## config.mk

```make
export PLATFORM = sky130hd
export DESIGN_NAME = spi_regmaster
export DESIGN_NICKNAME = d
export VERILOG_FILES = /design/src/rtl/spim_pkg.sv /design/src/rtl/spim_regs.sv /design/src/rtl/spim_seldec.sv /design/src/rtl/spim_shift.sv /design/src/rtl/spi_regmaster.sv
export SDC_FILE = /design/constraint.sdc
export NUM_CORES = 1
export LEC_CHECK = 0
export ABC_CLOCK_PERIOD_IN_PS = 3300
export BUFFER_PORTS_ARGS = -buffer_cell sky130_fd_sc_hd__buf_4
export CAP_MARGIN = 30
export CORE_MARGIN = 2
export CORE_UTILIZATION = 55
export DETAILED_ROUTE_END_ITERATION = 16
export GPL_TIMING_DRIVEN = 0
export PLACE_DENSITY = 0.77
export SETUP_SLACK_MARGIN = 0.05
export SLEW_MARGIN = 10
export SYNTH_ARGS = -nofsm -noshare
export SYNTH_HDL_FRONTEND = slang
export SYNTH_SLANG_ARGS = --single-unit
export TNS_END_PERCENT = 30
```

## constraint.sdc

```tcl
create_clock -name clk -period 3.3 [get_ports clk]
set_input_delay 0.165 -clock clk [delete_from_list [all_inputs] [get_ports clk]]
set_output_delay 0.165 -clock clk [all_outputs]
set_load 0.03 [all_outputs]
```

## src/rtl/spim_pkg.sv

```systemverilog
package spim_pkg;

  localparam logic [4:0] OFS_CTRL   = 5'h00;
  localparam logic [4:0] OFS_CFG    = 5'h04;
  localparam logic [4:0] OFS_DOUT   = 5'h08;
  localparam logic [4:0] OFS_DIN    = 5'h0C;
  localparam logic [4:0] OFS_EVENT  = 5'h10;
  localparam logic [4:0] OFS_TIMING = 5'h18;

  localparam int B_SEL_EN  = 0;
  localparam int B_SEL_IDX = 2;
  localparam int B_WIDE    = 5;
  localparam int B_DLY     = 6;
  localparam int B_CPOL    = 11;
  localparam int B_CPHA    = 12;
  localparam int B_TX_LSB  = 13;
  localparam int B_RX_LSB  = 14;

  typedef struct packed {
    logic       wide;
    logic       cpol;
    logic       cpha;
    logic       tx_lsb;
    logic       rx_lsb;
    logic [1:0] sdly;
  } spim_cfg_t;

endpackage

```

## src/rtl/spim_regs.sv

```systemverilog
module spim_regs
  import spim_pkg::*;
#(
  parameter int ADDR_W = 5,
  parameter int DATA_W = 32,
  parameter int WORD_W = 16,
  parameter int IDX_W  = 3
) (
  input  logic              clk,
  input  logic              rst,
  input  logic              bus_wr,
  input  logic [ADDR_W-1:0] bus_addr,
  input  logic [DATA_W-1:0] bus_wdata,
  output logic [DATA_W-1:0] bus_rdata,
  input  logic              busy,
  input  logic              xfer_done,
  input  logic [WORD_W-1:0] rx_word,
  output logic              start,
  output logic [WORD_W-1:0] start_word,
  output spim_cfg_t         cfg,
  output logic              sel_en,
  output logic [IDX_W-1:0]  sel_idx
);

  logic [WORD_W-1:0] dout_q;
  logic              event_q;
  logic [DATA_W-1:0] rd_mux;
  logic              unused_hi;

  wire wr_ctrl  = bus_wr && (bus_addr == ADDR_W'(OFS_CTRL));
  wire wr_cfg   = bus_wr && (bus_addr == ADDR_W'(OFS_CFG));
  wire wr_dout  = bus_wr && (bus_addr == ADDR_W'(OFS_DOUT));
  wire wr_event = bus_wr && (bus_addr == ADDR_W'(OFS_EVENT));
  wire wr_tim   = bus_wr && (bus_addr == ADDR_W'(OFS_TIMING));

  assign start      = wr_dout && !busy;
  assign start_word = bus_wdata[WORD_W-1:0];
  assign unused_hi  = ^bus_wdata[DATA_W-1:WORD_W];

  always_ff @(posedge clk) begin
    if (rst) begin
      sel_en  <= 1'b0;
      sel_idx <= '0;
      cfg     <= '{wide: 1'b0, cpol: 1'b0, cpha: 1'b0, tx_lsb: 1'b0,
                   rx_lsb: 1'b0, sdly: 2'd1};
      dout_q  <= '0;
      event_q <= 1'b0;
    end else begin
      if (wr_ctrl) begin
        sel_en  <= bus_wdata[B_SEL_EN];
        sel_idx <= bus_wdata[B_SEL_IDX +: IDX_W];
      end
      if (wr_cfg) begin
        cfg.wide   <= bus_wdata[B_WIDE];
        cfg.cpol   <= bus_wdata[B_CPOL];
        cfg.cpha   <= bus_wdata[B_CPHA];
        cfg.tx_lsb <= bus_wdata[B_TX_LSB];
        cfg.rx_lsb <= bus_wdata[B_RX_LSB];
      end
      if (wr_tim)
        cfg.sdly <= bus_wdata[B_DLY +: 2];
      if (start)
        dout_q <= bus_wdata[WORD_W-1:0];
      if (xfer_done)
        event_q <= 1'b1;
      else if (wr_event)
        event_q <= 1'b0;
    end
  end

  always_comb begin
    rd_mux = '0;
    unique case (bus_addr)
      ADDR_W'(OFS_CTRL): begin
        rd_mux[B_SEL_EN]             = sel_en;
        rd_mux[B_SEL_IDX +: IDX_W]   = sel_idx;
      end
      ADDR_W'(OFS_CFG): begin
        rd_mux[B_WIDE]   = cfg.wide;
        rd_mux[B_CPOL]   = cfg.cpol;
        rd_mux[B_CPHA]   = cfg.cpha;
        rd_mux[B_TX_LSB] = cfg.tx_lsb;
        rd_mux[B_RX_LSB] = cfg.rx_lsb;
      end
      ADDR_W'(OFS_DOUT):   rd_mux[WORD_W-1:0] = dout_q;
      ADDR_W'(OFS_DIN):    rd_mux[WORD_W-1:0] = rx_word;
      ADDR_W'(OFS_EVENT):  rd_mux[0]          = event_q;
      ADDR_W'(OFS_TIMING): rd_mux[B_DLY +: 2] = cfg.sdly;
      default:             rd_mux             = '0;
    endcase
  end

  always_ff @(posedge clk) begin
    if (rst) bus_rdata <= '0;
    else     bus_rdata <= rd_mux;
  end

  // a data-out write that lands mid-exchange leaves the stored word alone
  p_busy_write_ignored_r8: assert property (@(posedge clk) disable iff (rst)
    (wr_dout && busy) |=> $stable(dout_q));

  // the completion pulse from the shifter always raises the event flag
  p_event_raised_r4: assert property (@(posedge clk) disable iff (rst)
    xfer_done |=> event_q);

endmodule

```

## src/rtl/spim_seldec.sv

```systemverilog
module spim_seldec #(
  parameter int N_SEL = 8,
  parameter int IDX_W = $clog2(N_SEL)
) (
  input  logic             clk,
  input  logic             rst,
  input  logic             sel_en,
  input  logic [IDX_W-1:0] sel_idx,
  output logic [N_SEL-1:0] sel_n
);

  for (genvar g = 0; g < N_SEL; g++) begin : g_line
    always_ff @(posedge clk) begin
      if (rst) sel_n[g] <= 1'b1;
      else     sel_n[g] <= !(sel_en && (sel_idx == IDX_W'(g)));
    end
  end

  // never more than one line low
  p_sel_single_r3: assert property (@(posedge clk) disable iff (rst)
    $countones(~sel_n) <= 1);

  // enabled index drives its own line low on the next clock
  p_sel_follow_r3: assert property (@(posedge clk) disable iff (rst)
    sel_en |=> !sel_n[$past(sel_idx)]);

  // enable clear releases every line
  p_sel_release_r3: assert property (@(posedge clk) disable iff (rst)
    !sel_en |=> (&sel_n));

endmodule

```

## src/rtl/spim_shift.sv

```systemverilog
module spim_shift
  import spim_pkg::*;
#(
  parameter int WORD_W   = 16,
  parameter int NARROW_W = 8,
  parameter int HALF     = 4
) (
  input  logic              clk,
  input  logic              rst,
  input  logic              start,
  input  logic [WORD_W-1:0] start_word,
  input  spim_cfg_t         cfg,
  input  logic              miso,
  output logic              sck,
  output logic              mosi,
  output logic              busy,
  output logic              done,
  output logic [WORD_W-1:0] rx_word
);

  localparam int HC_W = (HALF > 1) ? $clog2(HALF) : 1;
  localparam int EC_W = $clog2(2 * WORD_W + 1);
  localparam int RI_W = $clog2(WORD_W);

  logic              run;
  logic [HC_W-1:0]   hc;
  logic [EC_W-1:0]   ec;
  logic [RI_W-1:0]   rxc;
  logic              wide_q, cpha_q, rxl_q;
  logic [1:0]        sdly_q;
  logic [WORD_W-1:0] tx_ser, rx_ser, ser_in, rx_asm;
  logic [2:0]        samp_pipe;
  logic [EC_W-1:0]   nbits, nedges, drive_idx;
  logic              tick, edge_go, leading, samp_now, cap;

  assign busy      = run;
  assign nbits     = wide_q ? EC_W'(WORD_W) : EC_W'(NARROW_W);
  assign nedges    = nbits << 1;
  assign tick      = run && (hc == HC_W'(HALF - 1));
  assign edge_go   = tick && (ec < nedges);
  assign leading   = !ec[0];
  assign samp_now  = edge_go && (leading ^ cpha_q);
  assign drive_idx = (ec >> 1) + (cpha_q ? EC_W'(0) : EC_W'(1));

  always_comb begin
    unique case (sdly_q)
      2'd0:    cap = samp_now;
      2'd1:    cap = samp_pipe[0];
      2'd2:    cap = samp_pipe[1];
      default: cap = samp_pipe[2];
    endcase
  end

  // Serial-order views: element i is the i-th bit on the wire
  for (genvar gj = 0; gj < WORD_W; gj++) begin : g_bit
    if (gj < NARROW_W) begin : g_lo
      assign ser_in[gj] = cfg.tx_lsb ? start_word[gj] :
                          (cfg.wide ? start_word[WORD_W-1-gj] : start_word[NARROW_W-1-gj]);
      assign rx_asm[gj] = rxl_q ? rx_ser[gj] :
                          (wide_q ? rx_ser[WORD_W-1-gj] : rx_ser[NARROW_W-1-gj]);
    end else begin : g_hi
      assign ser_in[gj] = cfg.tx_lsb ? start_word[gj] : start_word[WORD_W-1-gj];
      assign rx_asm[gj] = wide_q && (rxl_q ? rx_ser[gj] : rx_ser[WORD_W-1-gj]);
    end
  end

  always_ff @(posedge clk) begin
    if (rst) begin
      run       <= 1'b0;
      hc        <= '0;
      ec        <= '0;
      rxc       <= '0;
      wide_q    <= 1'b0;
      cpha_q    <= 1'b0;
      rxl_q     <= 1'b0;
      sdly_q    <= 2'd1;
      tx_ser    <= '0;
      rx_ser    <= '0;
      samp_pipe <= '0;
      sck       <= 1'b0;
      mosi      <= 1'b0;
      done      <= 1'b0;
      rx_word   <= '0;
    end else begin
      done      <= 1'b0;
      samp_pipe <= {samp_pipe[1:0], samp_now};
      if (cap) begin
        rx_ser[rxc] <= miso;
        rxc         <= rxc + 1'b1;
      end
      if (!run) begin
        sck <= cfg.cpol;
        if (start) begin
          run    <= 1'b1;
          hc     <= '0;
          ec     <= '0;
          rxc    <= '0;
          wide_q <= cfg.wide;
          cpha_q <= cfg.cpha;
          rxl_q  <= cfg.rx_lsb;
          sdly_q <= cfg.sdly;
          tx_ser <= ser_in;
          mosi   <= cfg.cpha ? 1'b0 : ser_in[0];
        end
      end else begin
        hc <= tick ? '0 : hc + 1'b1;
        if (edge_go) begin
          sck <= ~sck;
          ec  <= ec + 1'b1;
          if (!samp_now && (drive_idx < nbits))
            mosi <= tx_ser[drive_idx[RI_W-1:0]];
        end else if (tick) begin
          run     <= 1'b0;
          done    <= 1'b1;
          mosi    <= 1'b0;
          rx_word <= rx_asm;
        end
      end
    end
  end

  // MOSI rests low whenever no exchange is running
  p_mosi_idle_r10: assert property (@(posedge clk) disable iff (rst)
    !run |-> !mosi);

  // the end of an exchange is always flagged
  p_end_flagged_r4: assert property (@(posedge clk) disable iff (rst)
    $fell(run) |-> done);

  // an exchange ends only after two edges per bit
  p_edge_total_r4: assert property (@(posedge clk) disable iff (rst)
    done |-> (ec == nedges));

  // received word changes only with a completion
  p_rx_hold_r9: assert property (@(posedge clk) disable iff (rst)
    !$stable(rx_word) |-> done);

endmodule

```

## src/rtl/spi_regmaster.sv

```systemverilog
module spi_regmaster
  import spim_pkg::*;
#(
  parameter int ADDR_W   = 5,
  parameter int DATA_W   = 32,
  parameter int WORD_W   = 16,
  parameter int NARROW_W = 8,
  parameter int N_SEL    = 8,
  parameter int HALF     = 4
) (
  input  logic              clk,
  input  logic              rst,
  input  logic              bus_wr,
  input  logic [ADDR_W-1:0] bus_addr,
  input  logic [DATA_W-1:0] bus_wdata,
  output logic [DATA_W-1:0] bus_rdata,
  output logic              spi_sck,
  output logic              spi_mosi,
  input  logic              spi_miso,
  output logic [N_SEL-1:0]  spi_cs_n
);

  localparam int IDX_W = $clog2(N_SEL);

  spim_cfg_t         cfg;
  logic              start, busy, done, sel_en;
  logic [IDX_W-1:0]  sel_idx;
  logic [WORD_W-1:0] start_word, rx_word;

  spim_regs #(
    .ADDR_W(ADDR_W), .DATA_W(DATA_W), .WORD_W(WORD_W), .IDX_W(IDX_W)
  ) u_regs (
    .clk(clk), .rst(rst),
    .bus_wr(bus_wr), .bus_addr(bus_addr), .bus_wdata(bus_wdata), .bus_rdata(bus_rdata),
    .busy(busy), .xfer_done(done), .rx_word(rx_word),
    .start(start), .start_word(start_word), .cfg(cfg),
    .sel_en(sel_en), .sel_idx(sel_idx)
  );

  spim_seldec #(.N_SEL(N_SEL), .IDX_W(IDX_W)) u_sel (
    .clk(clk), .rst(rst), .sel_en(sel_en), .sel_idx(sel_idx), .sel_n(spi_cs_n)
  );

  spim_shift #(.WORD_W(WORD_W), .NARROW_W(NARROW_W), .HALF(HALF)) u_shift (
    .clk(clk), .rst(rst), .start(start), .start_word(start_word), .cfg(cfg),
    .miso(spi_miso), .sck(spi_sck), .mosi(spi_mosi), .busy(busy), .done(done),
    .rx_word(rx_word)
  );

endmodule

```

==> results of run 1 <==
==> repair_timing <==
item,in CTS,in global routing
hold buffers,16,0
setup endpoints to repair,0,11
hold endpoints to repair,27,0
gates resized for setup,0,1
==> sequential cells by signal, summed over array words and instances, names as in the netlist <==
signal             cells
u_shift.ec             6
u_shift.busy           1
u_shift.samp_pipe      3
u_shift.rx_ser        16
u_shift.hc             2
u_shift.rxl_q          1
u_shift.mosi           1
u_regs.cfg             7
u_regs.dout_q         16
u_shift.sck            1
u_regs.bus_rdata      16
u_shift.wide_q         1
u_shift.sdly_q         2
u_shift.cpha_q         1
u_regs.sel_en          1
u_regs.sel_idx         3
u_regs.event_q         1
u_shift.rxc            4
u_sel.sel_n            8
u_shift.done           1
u_shift.tx_ser        16
u_shift.rx_word       16
==> final timing paths <==
| kind | startpoint | end | slack (ns) | cells past startpoint |
|---|---|---|---|---|
| max reg2reg | u_shift.wide_q$_SDFFE_PP0P_ | u_shift.mosi$_SDFFE_PP0P_ | 0.40 | 8 |
| min reg2reg | u_shift.done$_SDFF_PP0_ | u_regs.event_q$_SDFFE_PP0P_ | 0.43 | 2 |
| min | bus_addr[3] | u_regs.bus_rdata[7]$_SDFF_PP0_ | 0.03 | 3 |
| max | u_shift.wide_q$_SDFFE_PP0P_ | u_shift.mosi$_SDFFE_PP0P_ | 0.40 | 8 |
==> cells by family (layout without fill, tap and decap cells) <==
group,after synthesis,in the layout
buffers and inverters,65,162
flip-flops,124,124
AO/OA/AOI/OAI,116,116
AND/OR/NAND/NOR,256,256
XOR/XNOR,13,13
other,1,16
multiplexers,64,64
adder cells (fa/ha/maj),10,10
==> tightest hold or removal path: cells and delay by family <==
family                 cells  cell delay [ns]
buffers and inverters      1             0.13
and+or+nand+nor            2             0.20
==> routing by layer <==
metal / global-route usage [%] / vias to the layer above
li1: - / 2428
met1: 35.7 / 2427
met2: 48.2 / 216
met3: 7.30 / 42
met4: 9.81 / 0
met5: 0 / -
==> per-stage QoR <==
step / util (%) / power [mW] / worst slack [ns] / instances
after floorplan: - / 1.65 / 0.828 / 664
after global placement: 63.2 / 1.71 / 0.307 / 846
after detailed placement: 63.2 / 1.71 / 0.151 / 846
after CTS: 71.3 / 3.70 / 0.129 / 894
after global routing: 71.3 / 3.78 / 0.244 / 894
final: 71.3 / 3.70 / 0.404 / 894
==> cells in the final DEF (no fill, tap or decap), drive strengths merged, types with 3 or more instances in the layout <==
master,Yosys,final
clkinv,0,3
a22oi,9,9
buf,24,72
clkbuf,34,53
bufinv,0,4
xor2,7,7
o2bb2ai,8,8
a211oi,9,9
a21oi,53,53
nand3,17,17
inv,7,13
mux2,10,10
ha,10,10
nor2,43,43
nor2b,7,7
dfxtp,124,124
and3,6,6
nand2,118,118
o21ai,28,28
nand2b,7,7
dlygate4sd3,0,16
mux2i,52,52
xnor2,6,6
nand4,15,15
conb,1,16
nor3,16,16
and3b,3,3
nand3b,17,17
==> layout make-up <==
type | instances | area share, %
Tap cell | 133 | 2.37
Timing Repair Buffer | 65 | 7.51
Clock buffer | 18 | 6.08
Buffer | 58 | 4.16
Sequential cell | 124 | 35.3
Clock inverter | 14 | 2.94
Inverter | 7 | 0.374
Multi-Input combinational cell | 475 | 41.3
==> report_power, final <==
part           switching (mW)  internal [mW]  total (mW)
clock network           0.736           1.27        2.00
logic                   0.119         0.0732       0.192
registers             0.00432           1.50        1.51
==> impl_metrics.ini, run 1 <==
[clock_network]
cts_tree = done
path_clk_slew_ns = 0.06
clk_latency_ns = 0.53
cts_max_level = 4
ctsLongestPathBuffers = 2
cts_setup_buffers = 0
cts.sinks = 124
ctsRootBufferMaster = clkbuf_8
cts_buffers = 17

[critical_path]
end_kind = flip-flop
path_class = flip-flop to flip-flop
crit_path_start_kind = flip-flop
cp_top_family = simple AND/OR/NAND/NOR gates
cp_max_fo = 10
cp.buffers_inverters = 2
critPathMaxStageDelay_ns = 0.49
critPathSlowestCell = or4_1
worstPathRequired_ns = 3.72
arrival_ns = 3.32
crit_chain = clkbuf_2 -> inv_1 -> ha_1 -> nand3b_1 -> nor2_2 -> nand2_1 -> or4_1 -> a311oi_1

[final_layout]
n_antenna_cell = 0
register_area_um2 = 2480
multi_input_area_um2 = 2900
syn_to_final_growth_pct = 24.6
stdcell_area_um2 = 7030
fillers = 741
final_nets = 799
drive_gt1_share_pct = 15.8

[synth]
synthAdderAreaFrac_pct = 2.22
synth-seq-cells = 124
synth_xor_area_share_pct = 2.35
synth_ff_type = dfxtp_1
postSynth.asyncResetShare_pct = 0
synth_edf_count = 0
syn_area_um2 = 5650
ys_types = 43
yosys_warnings = 0
synth_top_family_by_area = simple AND/OR/NAND/NOR gates
yosys.area.top_type = dfxtp_1
syn_area_per_cell_um2 = 8.70
synth-compound-area-share_pct = 12.4
synthMuxAreaShare_pct = 12.1
netlist.area_leader.share_pct = 44.0
yosys-top-cells-area = dfxtp_1, mux2i_1, nand2_1
yosys-top-cells-count = dfxtp_1, nand2_1, a21oi_1
yosysSeqAreaShare_pct = 44.0
syn_inst = 649
synthMostInstantiatedCell = dfxtp_1
synth-simple-area-share_pct = 21.3

[sta]
final-max-slew-violation-count = 0
tns_ns = 0
fmax_mhz = 345
min_period_ns = 2.90
rsz0062_at_grt = no
worstMarginPinSlew_ns = 0.766
maxSlewHeadroom_pct = 48.9
clock_skew_ns = 0.00715
hold_violations = 0
hold_ws_ns = 0.0259
setup_viol = 0
finalCritPeriodShare_pct = 87.8

[pwr]
p_leak_nw = 2.58
power_density_nw_per_um2 = 526
ir_drop_v = 0.000335

[route]
routed_wl_um = 15700
route.detailed.drc = 0
wl_met3_um = 1080
met2_length_um = 7490
firstDrtPassIters = 5
first_iter_violations = 335
ant_nets = 0
vias_per_cell = 5.72
routedWlPerCell_um = 17.5
top_layer_used = met4
vias = 5113
wirelength_met1_um = 6660

[global_route]
grt_pass1_wl_um = 25000
grt_antenna_before_repair = 0
gr-total-overflow = 0
grt_pass1_vias = 4901
grt_usage_pct = 28.7
grt_max_degree = 17

[floorplan]
core_region_area_um2 = 9860
pin_count = 83
dieArea_um2 = 11100
start_util_pct = 57.2
fp-row-count = 36
die_y_um = 105
dieWidth_um = 105

[placement]
port_buffers = 49
hpwlAfterDp_um = 10900
place_congestion = 0.897
placedInstanceArea_um2 = 6240

[min_path]
min_path_type = input pin to flip-flop

[job]
drv_cap = 0

[outcome]
outcome = finished, final reports clean
Note: power is estimated with default switching activity, not from simulation.
==> inputs of run 2 (changes only) <==
--- a/config.mk
+++ b/config.mk
@@ -5,6 +5,7 @@
 export SDC_FILE = /design/constraint.sdc
 export NUM_CORES = 1
 export LEC_CHECK = 0
+export ABC_AREA = 1
 export ABC_CLOCK_PERIOD_IN_PS = 3300
 export BUFFER_PORTS_ARGS = -buffer_cell sky130_fd_sc_hd__buf_4
 export CAP_MARGIN = 30
==> run 2 against run 1 <==
Non-clock buffer count down 2. Die area up 1.5%. Flip-flop and latch count stayed put. Via count is 13% higher. Combinational power grew 7%. Largest power group unchanged.
==> impl_metrics.ini, run 2 <==
[outcome]
outcome = finished, final reports clean

[floorplan]
start_util_pct = 56.0
dieWidth_um = 106
die_y_um = 106
fp-row-count = 37
core_region_area_um2 = 10200
dieArea_um2 = 11300
pin_count = 83

[final_layout]
drive_gt1_share_pct = 13.3
syn_to_final_growth_pct = 24.2
most-common-layout-cells = nand2_1, dfxtp_1, inv_1, nor2_1, o21ai_0
fillers = 846
final_common_cell = nand2_1
n_antenna_cell = 0
final_nets = 943
stdcell_area_um2 = 7120
fin_util_pct = 69.6

[route]
route.detailed.drc = 0
first_iter_violations = 500
firstDrtPassIters = 5
top_layer_used = met4
vias_per_cell = 5.54
ant_nets = 0
routedWlPerCell_um = 15.1
vias = 5772
routed_wl_um = 15700
met2_length_um = 7130
wirelength_met1_um = 6990
wl_met3_um = 1150

[clock_network]
cts_tree = done
clk_latency_ns = 0.53
ctsRootBufferMaster = clkbuf_8
cts.sinks = 124
cts_setup_buffers = 0
ctsLongestPathBuffers = 2
path_clk_slew_ns = 0.06
cts_max_level = 4
cts_buffers = 17

[global_route]
grt_pass1_vias = 5168
grt_pass1_wl_um = 25600
grt_max_degree = 17
grt_antenna_before_repair = 0
gr-total-overflow = 0
grt_usage_pct = 28.8

[sta]
final-max-slew-violation-count = 0
finalCritPeriodShare_pct = 84.0
rsz0062_at_grt = no
fmax_mhz = 361
tns_ns = 0
hold_violations = 0
min_period_ns = 2.77
layout_setup_ws_ns = 0.528
clock_skew_ns = 0.0102
maxSlewHeadroom_pct = 55.9
setup_viol = 0
worstMarginPinSlew_ns = 0.662

[synth]
yosys_warnings = 0
synth_ff_type = dfxtp_1
postSynth.asyncResetShare_pct = 0
yosysSeqAreaShare_pct = 43.3
netlist.area_leader.share_pct = 43.3
yosys-top-cells-count = nand2_1, dfxtp_1, inv_1, nor2_1, o21ai_0
syn_area_per_cell_um2 = 7.28
yosys-top-cells-area = dfxtp_1, nand2_1, o21ai_0
ys_types = 40
yosys.area.top_type = dfxtp_1
syn_area_um2 = 5730
synth-seq-cells = 124
syn_inst = 788
synthMostInstantiatedCell = nand2_1
synth_edf_count = 0

[critical_path]
end_kind = flip-flop
path_class = flip-flop to flip-flop
crit_path_start_kind = flip-flop
arrival_ns = 3.19
worstPathRequired_ns = 3.72
r2r_slack_ns = 0.53
cp_max_fo = 11

[placement]
hpwlAfterDp_um = 11300
pre_cts_ws_ns = 0.625
placedInstanceArea_um2 = 6320
place_congestion = 0.918
port_buffers = 48

[pwr]
ir_drop_v = 0.000280
power_density_nw_per_um2 = 498
p_total_mw = 3.55
p_leak_nw = 2.97

[min_path]
min_path_type = input pin to flip-flop

[job]
drv_cap = 0
==> run 2: changes by cell type after synthesis, sizes merged, moves of 16 or more <==
cell	delta
inv	+74
o21ai	+56
nand2	+46
mux2i	-44
nand3	+41
nor2	+39
nand3b	-16
==> run 2: critical path, stage by stage (launching register included) <==
cell and delay (ns):
dfxtp_1 0.33, clkbuf_1 0.39, inv_1 0.12, clkbuf_1 0.29
ha_1 0.37, o21ai_1 0.14, nand3_2 0.21, nor2_1 0.14
nand2_1 0.10, nand3_1 0.11, buf_2 0.23, nand3_1 0.10
nand2_1 0.09, nor2_1 0.05
==> run 2: repair_timing <==
| item | 4_1_cts | 5_1_grt |
|---|---|---|
| hold buffers | 22 | 0 |
| resized for setup | 0 | 0 |
| endpoints found under the hold margin | 38 | 0 |
| setup endpoints to repair | 0 | 0 |
==> run 2: cells by family after synthesis <==
kind of cell	count (synthesis)	share of synthesized area, %
XOR/XNOR	6	0.917
multiplexers	8	1.40
other	1	0.0654
adder cells (fa/ha/maj)	10	2.18
flip-flops	124	43.3
AO/OA/AOI/OAI	186	17.7
AND/OR/NAND/NOR	320	23.8
buffers and inverters	133	10.7
==> run 2: area by class of cell <==
cell class	count	area, um^2	area share (%)
clock inverters	14	160	2.25
well taps	136	170	2.39
repair buffers	70	581	8.16
inverters	82	310	4.36
multi-input cells	546	2700	37.9
plain buffers	51	300	4.22
flip-flops and latches	124	2480	34.9
clock buffers	18	418	5.87
==> run 2: stage by stage <==
step           hold slack (ns)  cells
4_1_cts                 0.0240   1041
6_report                0.0328   1041
3_5_place_dp             0.417    987
5_1_grt                 0.0470   1041
2_1_floorplan            0.320    803
3_3_place_gp             0.414    987
==> run 2: per-layer routing <==
layer | up-vias | global-route usage [%]
li1 | 2789 | -
met1 | 2644 | 39.3
met2 | 293 | 44.8
met3 | 46 | 6.56
met4 | 0 | 10.3
met5 | - | 0
==> run 2: where the power goes <==
group | switching (mW) | internal (mW) | total (mW)
clock | 0.741 | 1.09 | 1.83
combinational | 0.131 | 0.0741 | 0.205
sequential | 0.00545 | 1.51 | 1.51
==> run 2: final timing paths <==
check	from	to	depth (start not counted)
min reg2reg	u_shift.samp_pipe[0]$_SDFF_PP0_	u_shift.samp_pipe[1]$_SDFF_PP0_	2
max reg2reg	u_shift.wide_q$_SDFFE_PP0P_	u_shift.rx_ser[11]$_SDFFE_PP0P_	13
min	bus_addr[4]	u_regs.event_q$_SDFFE_PP0P_	4
max	u_shift.wide_q$_SDFFE_PP0P_	u_shift.rx_ser[11]$_SDFFE_PP0P_	13
